## src/rtl/bcd_alarm_pkg.sv

```systemverilog
package bcd_alarm_pkg;
  localparam int unsigned N_FIELDS = 4;
  localparam int unsigned BYTE_W   = 8;
  localparam int unsigned SEL_W    = 3;
  localparam int unsigned ONES_W   = 4;

  typedef enum logic [SEL_W-1:0] {
    SEL_SEC  = 3'd0,
    SEL_MIN  = 3'd1,
    SEL_HOUR = 3'd2,
    SEL_DATE = 3'd3,
    SEL_CTRL = 3'd4
  } reg_sel_e;

  // number of BCD tens bits per field index (0 sec, 1 min, 2 hour, 3 date)
  function automatic int unsigned field_tens_w(int unsigned f);
    case (f)
      2:       return 2;
      3:       return 1;
      default: return 3;
    endcase
  endfunction

  function automatic int unsigned field_max(int unsigned f);
    case (f)
      2:       return 23;
      3:       return 31;
      default: return 59;
    endcase
  endfunction

  function automatic bit field_zero_ok(int unsigned f);
    return (f != 3);
  endfunction

  function automatic logic [BYTE_W-1:0] field_cmp_mask(int unsigned f);
    return BYTE_W'((1 << (ONES_W + field_tens_w(f))) - 1);
  endfunction
endpackage

```

## src/rtl/bcd_field_check.sv

```systemverilog
module bcd_field_check #(
  parameter int unsigned TENS_W  = 3,
  parameter int unsigned MAX_VAL = 59,
  parameter bit          ZERO_OK = 1'b1
) (
  input  logic [TENS_W+3:0] bits,
  output logic              ok
);
  localparam int unsigned VAL_W = 8;
  logic [VAL_W-1:0] value;

  always_comb begin
    value = VAL_W'(bits[TENS_W+3:4]) * VAL_W'(10) + VAL_W'(bits[3:0]);
    ok    = (value <= VAL_W'(MAX_VAL)) && (ZERO_OK || (value != '0));
  end
endmodule

```

## src/rtl/alarm_rate_decode.sv

```systemverilog
module alarm_rate_decode import bcd_alarm_pkg::*; (
  input  logic [N_FIELDS-1:0] mask,
  output logic [N_FIELDS-1:0] cmp_en
);
  always_comb begin
    case (mask)
      4'b0000: cmp_en = 4'b1111;  // monthly
      4'b1000: cmp_en = 4'b0111;  // daily
      4'b1100: cmp_en = 4'b0011;  // hourly
      4'b1110: cmp_en = 4'b0001;  // each minute
      default: cmp_en = 4'b0000;  // each second
    endcase
  end
endmodule

```

## src/rtl/alarm_compare.sv

```systemverilog
module alarm_compare import bcd_alarm_pkg::*; (
  input  logic [N_FIELDS-1:0][BYTE_W-1:0] alarm,
  input  logic [N_FIELDS-1:0][BYTE_W-1:0] cur,
  input  logic [N_FIELDS-1:0]             cmp_en,
  output logic [N_FIELDS-1:0]             field_eq,
  output logic                            hit
);
  for (genvar g = 0; g < N_FIELDS; g++) begin : g_fld
    localparam logic [BYTE_W-1:0] FMASK = field_cmp_mask(g);
    assign field_eq[g] = (((alarm[g] ^ cur[g]) & FMASK) == '0);
  end

  assign hit = &(field_eq | ~cmp_en);
endmodule

```

## src/rtl/bcd_alarm_unit.sv

```systemverilog
module bcd_alarm_unit import bcd_alarm_pkg::*; (
  input  logic              clk,
  input  logic              rst_n,
  input  logic              wr_en,
  input  logic [SEL_W-1:0]  wr_sel,
  input  logic [BYTE_W-1:0] wr_data,
  input  logic              tick,
  input  logic [BYTE_W-1:0] cur_sec,
  input  logic [BYTE_W-1:0] cur_min,
  input  logic [BYTE_W-1:0] cur_hour,
  input  logic [BYTE_W-1:0] cur_date,
  output logic              irq_pulse
);
  localparam int unsigned SYNC_STAGES = 2;

  logic [SYNC_STAGES-1:0]             rst_sync_q;
  logic                               rst_q_n;
  logic [N_FIELDS-1:0][BYTE_W-1:0]    alarm_q, alarm_d, cur_w;
  logic [N_FIELDS-1:0]                wr_ok, mask_w, cmp_en, field_eq;
  logic                               ien_q, ien_d, irq_q, irq_d, hit;

  // reset: asserted asynchronously, released on a clock edge
  always_ff @(posedge clk or negedge rst_n) begin
    if (!rst_n) rst_sync_q <= '0;
    else        rst_sync_q <= {rst_sync_q[SYNC_STAGES-2:0], 1'b1};
  end
  assign rst_q_n = rst_sync_q[SYNC_STAGES-1];

  assign cur_w = {cur_date, cur_hour, cur_min, cur_sec};

  for (genvar g = 0; g < N_FIELDS; g++) begin : g_chk
    localparam int unsigned TW = field_tens_w(g);
    bcd_field_check #(
      .TENS_W (TW),
      .MAX_VAL(field_max(g)),
      .ZERO_OK(field_zero_ok(g))
    ) u_chk (
      .bits(wr_data[TW+3:0]),
      .ok  (wr_ok[g])
    );
    assign mask_w[g] = alarm_q[g][BYTE_W-1];

    // a rejected write keeps the field
    assert_reject_keeps_R4: assert property (@(posedge clk) disable iff (!rst_q_n)
      (wr_en && (wr_sel == SEL_W'(g)) && !wr_ok[g]) |=> $stable(alarm_q[g]));
  end

  alarm_rate_decode u_dec (
    .mask  (mask_w),
    .cmp_en(cmp_en)
  );

  alarm_compare u_cmp (
    .alarm   (alarm_q),
    .cur     (cur_w),
    .cmp_en  (cmp_en),
    .field_eq(field_eq),
    .hit     (hit)
  );

  // next state
  always_comb begin
    alarm_d = alarm_q;
    for (int i = 0; i < N_FIELDS; i++) begin
      if (wr_en && (wr_sel == SEL_W'(i)) && wr_ok[i]) alarm_d[i] = wr_data;
    end
    ien_d = ien_q;
    if (wr_en && (wr_sel == SEL_CTRL)) ien_d = wr_data[0];
    irq_d = tick & ien_q & hit;
  end

  // registers
  always_ff @(posedge clk or negedge rst_q_n) begin
    if (!rst_q_n) begin
      alarm_q <= '0;
      ien_q   <= 1'b0;
      irq_q   <= 1'b0;
    end else begin
      alarm_q <= alarm_d;
      ien_q   <= ien_d;
      irq_q   <= irq_d;
    end
  end

  assign irq_pulse = irq_q;

  assert_pulse_after_tick_R7: assert property (@(posedge clk) disable iff (!rst_q_n)
    irq_q |-> $past(tick));

  assert_irq_gated_R8: assert property (@(posedge clk) disable iff (!rst_q_n)
    irq_q |-> $past(ien_q));

  assert_monthly_full_match_R5: assert property (@(posedge clk) disable iff (!rst_q_n)
    irq_q |-> !$past((mask_w == 4'b0000) && !(&field_eq)));

  assert_no_tick_no_irq_R7: assert property (@(posedge clk) disable iff (!rst_q_n)
    !tick |=> !irq_q);
endmodule

```

## config.mk

```make
export PLATFORM = sky130hd
export DESIGN_NAME = bcd_alarm_unit
export DESIGN_NICKNAME = d
export VERILOG_FILES = /design/src/rtl/bcd_alarm_pkg.sv /design/src/rtl/bcd_field_check.sv /design/src/rtl/alarm_rate_decode.sv /design/src/rtl/alarm_compare.sv /design/src/rtl/bcd_alarm_unit.sv
export SDC_FILE = /design/constraint.sdc
export NUM_CORES = 1
export LEC_CHECK = 0
export ABC_AREA = 1
export ABC_CLOCK_PERIOD_IN_PS = 1100
export BUFFER_PORTS_ARGS = -buffer_cell sky130_fd_sc_hd__buf_4
export CAP_MARGIN = 20
export CORE_ASPECT_RATIO = 0.75
export CORE_MARGIN = 4
export CORE_UTILIZATION = 37
export CTS_CLUSTER_SIZE = 12
export DETAILED_ROUTE_END_ITERATION = 12
export PLACE_DENSITY = 0.55
export SLEW_MARGIN = 15
export SYNTH_ARGS = -nofsm -noshare
export SYNTH_HDL_FRONTEND = slang
export SYNTH_SLANG_ARGS = --single-unit
export TNS_END_PERCENT = 100
```

## constraint.sdc

```tcl
create_clock -name clk -period 1.1 [get_ports clk]
set_clock_uncertainty 0.05 [all_clocks]
set_input_delay 0 -clock clk [delete_from_list [all_inputs] [get_ports clk]]
set_output_delay 0 -clock clk [all_outputs]
set_load 0.01 [all_outputs]
```

==> summary by stage, run 1 <==
Global routing
The total overflow left after global routing is 0. The initial antenna violation count is 0. The global-route wire length before repair is 10.3 mm. The maximum number of pins on one net before global-route repair is 32. The total routing resource utilization after global routing is 17.8%. The number of global-route vias before repair is 2109.

Timing
The total of endpoints with negative setup slack in the final report is 30. Across all setup checks in the final design, the least slack found is -0.247 ns. The total count of max-transition violations in the final report is 0. The maximum frequency from static timing analysis is 0.743 GHz. Setup repair after global routing could not meet its margin everywhere. The smallest clock period supported by the final layout is computed as 1.35 ns. Adding up every negative setup slack in the final design gives -6.23 ns. The final hold violation count is 0. The final critical-path share of the clock period is 122%.

Drt
Using the TritonRoute via totals, the vias-per-cell ratio works out to 4.62. The number of nets still failing antenna checks after routing is 0. The final layout contains routed wiring with a total length of 6.36 mm.

The final routed wire length divided by cell count is 12.9 µm. The total number of vias is 2268. The first-pass iteration count of the detailed router is 4. After detailed routing, the number of remaining DRC violations is 0.

The iteration-0 DRC count of the detailed router is 162.

Synthesis
A synthesized cell averages 7.03 µm². The net count after synthesis is 374. Synthesis handed over a netlist of 318 instances. The distinct cell type count after synthesis is 31. After synthesis, flip-flops and latches occupy 37.0% of the total area. The Yosys step of the flow raised 0 warnings. The register bit total from synthesis is 33. The mapped netlist covers 0.00223 mm².

Cells and area
Counting the fill cells in the layout gives 560. In the layout the commonest cells are sky130_fd_sc_hd__nand2_1, sky130_fd_sc_hd__buf_4, sky130_fd_sc_hd__inv_1. The library cell used most frequently in the layout, excluding fill and tap cells, is sky130_fd_sc_hd__nand2_1. Cells fill 59.9% of the core in the end. The number of antenna diodes in the final layout is 0. At the end of the flow, the number of nets in the layout was 468. The count of non-filler cells in the finished layout is 491. From synthesis to final layout, the design area changed by 56.2%. The sequential cells in the finished layout cover a total of 826 µm². The post-route netlist has 39.0% of its cells at a drive strength greater than 1. In the final layout, the multi-input gates occupy 0.00153 mm².

After routing the design area is 0.00349 mm².

Setup path
In this run the worst path has a maximum fanout of 5. The critical path buffer and inverter count is 3. The sort of element at the end of the critical path is a flop. The endpoint arrival time on the critical path is 1.47 ns. In this run the number of cells on the critical path is 12.

Walking the worst path, the cells encountered are buf_8 -> ha_4 -> ha_4 -> a21oi_4 -> nand2_4 -> nand2_2 -> nand2_2 -> inv_2 -> nand2_4 -> buf_6 -> nand4_1 -> nand2_1. The required time reported for the critical path endpoint is 1.23 ns. The library cell contributing the largest single delay on the critical path is sky130_fd_sc_hd__ha_4. The classification of the worst setup path is in -> reg. The critical path startpoint category is a primary input. In this design, the largest share of critical-path delay is due to adder cells. For the worst flop-to-flop path, the logic depth is 7. The delay of the slowest cell on the worst path is 0.28 ns.

Run status
The flow ran to the end, but the final reports show violations. The final reports fail on negative setup slack.

Clocking
The tree built by TritonCTS fans out to 33 sinks. The cell sitting at the root of the clock tree is a sky130_fd_sc_hd__clkbuf_8. The clock edge transition at the registers on the reported setup and hold paths is 0.07 ns. The CTS tree is yes.

Clock tree synthesis inserted a total of 5 buffers. For the worst-skew pair, the clock arrives at the later sink with an insertion delay of 0.29 ns. The H-tree was split into 2 levels. The maximum clock path buffer count is 2.

Floorplanning
From bottom edge to top edge, the die measures 75.3 µm. The number of primary I/O pins is 48. The effective utilization at floorplan is 38.4%.

The die span in x is 97.7 µm. Row generation in the floorplan step produced 24 rows. The area of the placeable core is 0.00583 mm². The die covers 0.00736 mm².

Place
The number of placed instances, taps included, is 468. Detailed placement ended at an HPWL of 4.53 mm. Routability-driven placement finished with a final weighted congestion of 0.818. Input and output buffers added on the ports amount to 40. Once placement finished, the instance area stood at 0.00297 mm².

Hold path
The tightest min-delay check is of the in -> reg type. Counting instances, the worst hold path has a depth of 4.

Power and ir drop
In this run the static leakage power is 1.82 nW. VDD sags by at most 689 µV. The ratio of total power to cell area is 1330 mW/mm².

Job
Across the run, the number of max-cap violations was 0.
[final cells by class]
type | count | area share (%)
repair buffers | 89 | 21.4
multi-input cells | 238 | 43.7
clock buffers | 7 | 2.47
flip-flops and latches | 33 | 23.7
clock inverters | 1 | 0.861
well taps | 78 | 2.80
inverters | 45 | 5.09
[worst min-delay path: cells and delay by family]
family	cells	cell delay [ns]
buf+inv	2	0.18
simple gates	2	0.13
[report_power, final]
part / switching (mW) / internal (mW)
registers: 0.223 / 1.50
clock network: 0.456 / 0.739
logic: 0.852 / 0.889
[synthesized netlist by cell type]
cell type / count / area [µm²]
sky130_fd_sc_hd__nor2_4: 1 / 11.3
sky130_fd_sc_hd__ha_1: 8 / 100
sky130_fd_sc_hd__nand4_1: 17 / 106
sky130_fd_sc_hd__o21ai_1: 1 / 5.00
sky130_fd_sc_hd__o21ai_4: 1 / 16.3
sky130_fd_sc_hd__nand3_4: 1 / 17.5
sky130_fd_sc_hd__a21oi_1: 5 / 25.0
sky130_fd_sc_hd__inv_1: 38 / 143
sky130_fd_sc_hd__a21oi_2: 1 / 8.76
sky130_fd_sc_hd__fa_1: 1 / 20.0
sky130_fd_sc_hd__clkinv_2: 1 / 5.00
sky130_fd_sc_hd__or2_2: 1 / 6.26
sky130_fd_sc_hd__nand2_1: 125 / 469
sky130_fd_sc_hd__xor2_1: 2 / 17.5
sky130_fd_sc_hd__nand3_1: 23 / 115
sky130_fd_sc_hd__o21ai_0: 2 / 10.0
sky130_fd_sc_hd__nand3_2: 2 / 20.0
sky130_fd_sc_hd__clkinv_1: 1 / 3.75
sky130_fd_sc_hd__nand2_2: 2 / 12.5
sky130_fd_sc_hd__and3_2: 1 / 7.51
sky130_fd_sc_hd__dfrtp_1: 33 / 826
sky130_fd_sc_hd__nor2_1: 27 / 101
sky130_fd_sc_hd__nand2_4: 1 / 11.3
sky130_fd_sc_hd__conb_1: 1 / 3.75
sky130_fd_sc_hd__inv_2: 4 / 15.0
sky130_fd_sc_hd__inv_4: 1 / 6.26
sky130_fd_sc_hd__buf_2: 2 / 10.0
sky130_fd_sc_hd__nor3_4: 3 / 48.8
sky130_fd_sc_hd__buf_4: 1 / 7.51
sky130_fd_sc_hd__nor3_1: 3 / 15.0
sky130_fd_sc_hd__xnor2_1: 8 / 70.1
[sequential cells by signal, summed over array words and instances (netlist names)]
signal      flops
ien_q           1
irq_pulse       1
rst_sync_q      2
alarm_q        29
[cells by family after synthesis]
logic type | synth area share, %
AND/OR/NAND/NOR | 42.2
AO/OA/AOI/OAI | 2.91
other | 0.168
flip-flops | 37.0
XOR/XNOR | 3.92
buffers and inverters | 8.51
adder cells (fa/ha/maj) | 5.38
[timing repair]
action / CTS / global route
pin swaps: 19 / 34
gates resized for setup: 38 / 30
gates cloned: 2 / 0
setup endpoints to repair: 30 / 30
hold buffers: 4 / 0
buffers inserted: 7 / 3
endpoints found under the hold margin: 7 / 0
[routing by layer]
metal | vias to the layer above | routed length, µm | GRT usage [%] | share of wire [%]
met5 | - | 0 | 0 | 0
met4 | 0 | 80 | 5.22 | 1.3
met3 | 12 | 219 | 4.12 | 3.4
met2 | 48 | 2870 | 27.2 | 45
met1 | 1014 | 3190 | 25.7 | 50
li1 | 1194 | - | - | -
[worst paths after layout]
path	slack (ns)	endpoint	start
setup / recovery	-0.25	alarm_q[6]	wr_data[6]
hold / removal	0.00004	alarm_q[20]	wr_data[4]
setup reg to reg	-0.07	irq_pulse	alarm_q[20]
hold reg to reg	0.17	alarm_q[19]	rst_sync_q[1]
max in group asynchronous	0.35	rst_sync_q[0]	rst_n
min in group asynchronous	0.17	alarm_q[19]	rst_sync_q[1]
[through the flow]
stage / worst slack (ns) / power, mW / hold slack (ns)
global route: -0.321 / 4.99 / 0.0135
global placement: -0.588 / 3.15 / -0.268
CTS: -0.265 / 4.56 / 0.00313
detailed placement: -0.613 / 3.19 / -0.266
finish: -0.247 / 4.66 / 0.0000394
floorplan: -0.316 / 2.60 / -0.346
No activity file was read; power rests on OpenSTA's default activity.
==> inputs of run 2 (changes only) <==
GPL_TIMING_DRIVEN = 0   (was not set)
REMOVE_ABC_BUFFERS = 1   (was not set)
==> summary by stage, run 2 (same netlist as run 1, synthesis figures left out) <==
Setup path
The number of buffers and inverters on the critical path is 2. The delay of the slowest cell on the worst path is 0.51 ns. The critical path goes through buf_12 -> ha_4 -> fa_2 -> nand2_1 -> a21oi_2 -> nand2_1 -> inv_2 -> nand2_4 -> nand3_4 -> nand2_1 -> nand2_1.

Along the worst path, the maximum fanout reaches 8. Data on the critical path is required at its endpoint by 1.27 ns. In this design, the critical path's most frequently occurring cell is sky130_fd_sc_hd__nand2_1. The cell family contributing the most delay on the critical path is adder cells. The critical path is of the in -> reg type.

On the critical path, the stage with the largest delay is an instance of sky130_fd_sc_hd__fa_2. The sort of element at the end of the critical path is a flop. The endpoint arrival time on the critical path is 1.57 ns. The worst setup path is launched from a primary input.

Drt
The number of nets still failing antenna checks after routing is 0. The iteration-0 DRC count of the detailed router is 108. The post-detailed-route via-to-cell ratio is 4.75. The total wire length is 6.07 mm. Dividing the detail-routed wire length by the instance count gives 12.8 µm. The total number of vias is 2240. The first-pass iteration count of the detailed router is 4. For this run, design rule violations remaining after detail routing come to 0.

Floorplanning
The vertical die dimension is 75.3 µm. The number of cell rows is 24. The floorplan step defined a die boundary enclosing 0.00736 mm². The die span in x is 97.7 µm. The effective utilization at floorplan is 38.4%.

The area of the placeable core is 0.00583 mm². In this run the count of I/O pins placed on the die edge is 48.

Power and ir drop
For this design the ratio of total power to cell area is 1340 mW/mm². Sequential cells burn 39.3% of the power. The internal power component is 2.94 mW. The cell leakage power is 1.69 nW. The share of total power in the clock network is 27.1%.

IR analysis of the VDD net gives a maximum drop of 642 µV. The net load switching power is 1.46 mW. Net switching is 33.1% of the power. Combinational logic burns 33.6% of the power.

Cells and area
The number of flip-flops under the largest register name is 29. The share of post-route cells with drive strength above 1 is 31.0%. The cell area after layout is 0.00327 mm². The synthesis-to-layout area growth is 46.5%.

The top cell types in the final layout, fill and taps aside, are sky130_fd_sc_hd__nand2_1, sky130_fd_sc_hd__buf_4, sky130_fd_sc_hd__inv_1. The finished layout holds 472 standard cells, fillers aside. The number of antenna diodes in the final layout is 0. In the final layout, the registers with the most flip-flops are alarm_q x29, rst_sync_q x2. Counting flops per register, the top entry is alarm_q. The final layout net count is 449. The leading cell type in the layout, fill and taps excluded is sky130_fd_sc_hd__nand2_1.

Timing
The total of endpoints with negative setup slack in the final report is 30. The total count of max-transition violations in the final report is 0. The hold slack is 0.0117 ns. The transition time at the pin with the least slew margin is 0.703 ns.

The relative max-transition margin is 53.2%. The final setup slack of the worst path is -0.300 ns. Derived from the worst setup path, the maximum achievable clock frequency is 0.715 GHz. The final hold violation count is 0. The final critical path takes up 127% of the cycle. Setup repair after global routing could not meet its margin everywhere.

The smallest clock period supported by the final layout is computed as 1.40 ns.

Clocking
The maximum clock path buffer count is 2. The CTS sink count is 33. In this run the number of H-tree levels came out at 2. TritonCTS built the clock tree. Clock tree synthesis inserted a total of 5 buffers. The clock root buffer is sky130_fd_sc_hd__clkbuf_8. At the later pin of the worst-skew pair, clock insertion delay measures 0.28 ns. The clock edge transition at the registers on the reported setup and hold paths is 0.07 ns.

Run status
The flow ran to the end, but the final reports show violations. The final reports fail on negative setup slack.

Global routing
The first global-routing pass estimated 9.69 mm of wire. Global routing used 16.8% of the available tracks across all layers. The number of global-route vias before repair came to 1992. The total global routing overflow is 0. The initial antenna violation count is 0. Entering global routing, the biggest net connects 32 pins.

Place
In this run the tool buffered the top-level ports with 40 buffer cells. The placer congestion estimate is 0.783. After detailed placement, the total cell area comes to 0.00262 mm².

The number of instances in the placed design is 433. OpenSTA, run right after detailed placement, puts the worst setup slack at -1.05 ns. After legalization and detailed placement, the total HPWL measured 3.96 mm.

Hold path
The type of the tightest min-delay check is in -> reg.

Job
The tool flagged a number of max-cap violations equal to 0.
run 2: path summary, 6_finish.rpt:
kind                               start           to  slack, ns  cells after the start
setup / recovery              wr_data[4]  alarm_q[14]      -0.30                     11
hold / removal                     wr_en        ien_q       0.01                      3
setup reg to reg             alarm_q[20]    irq_pulse      -0.08                      8
hold reg to reg            rst_sync_q[1]   alarm_q[4]       0.27                      0
max in group asynchronous  rst_sync_q[1]  alarm_q[21]       0.27                      0
min in group asynchronous  rst_sync_q[1]   alarm_q[4]       0.27                      0
run 2: stage by stage:
step	power, mW	setup TNS (ns)	util [%]
finish	4.40	-6.94	56.2
global route	4.74	-8.96	56.2
CTS	4.35	-6.68	54.3
detailed placement	2.89	-25.26	44.9
global placement	2.85	-35.84	44.9
floorplan	2.52	-13.10	-
run 2: power groups by stage:
| stage | clock (mW) | combinational, mW | sequential (mW) |
|---|---|---|---|
| after global routing | 1.29 | 1.67 | 1.78 |
| after global placement | 0 | 1.10 | 1.75 |
| after CTS | 1.24 | 1.38 | 1.73 |
| after detailed placement | 0 | 1.14 | 1.75 |
| final | 1.19 | 1.48 | 1.73 |
| after floorplan | 0 | 0.825 | 1.70 |
run 2: cell type report:
cell class	count	area (µm²)
clock buffer	7	86.3
sequential	33	827
timing repair buffer	67	596
inverter	45	179
fill	557	2550
multi-input combinational	239	1450
clock inverter	1	30.0
timing repair inverter	2	11.3
tap	78	97.6
run 2: timing repair:
| item | 4_1_cts | 5_1_grt |
|---|---|---|
| hold buffers | 11 | 0 |
| pin swaps | 23 | 34 |
| setup endpoints to repair | 30 | 30 |
| buffers inserted | 12 | 5 |
| hold endpoints to repair | 25 | 0 |
| cloned | 4 | 0 |
| resized for setup | 40 | 20 |
run 2: tightest hold or removal path: cells and delay by family:
kind | cells | cell delay [ns]
buffers and inverters | 1 | 0.12
AND/OR/NAND/NOR | 1 | 0.10
AO/OA/AOI/OAI | 1 | 0.08
run 2: routing by layer:
| layer | share of wire, % | vias to the layer above | global-route usage, % |
|---|---|---|---|
| met3 | 5.8 | 5 | 3.11 |
| met4 | 0.84 | 0 | 4.15 |
| li1 | - | 1160 | - |
| met5 | 0 | - | 0 |
| met2 | 46 | 51 | 26.3 |
| met1 | 47 | 1024 | 24.4 |
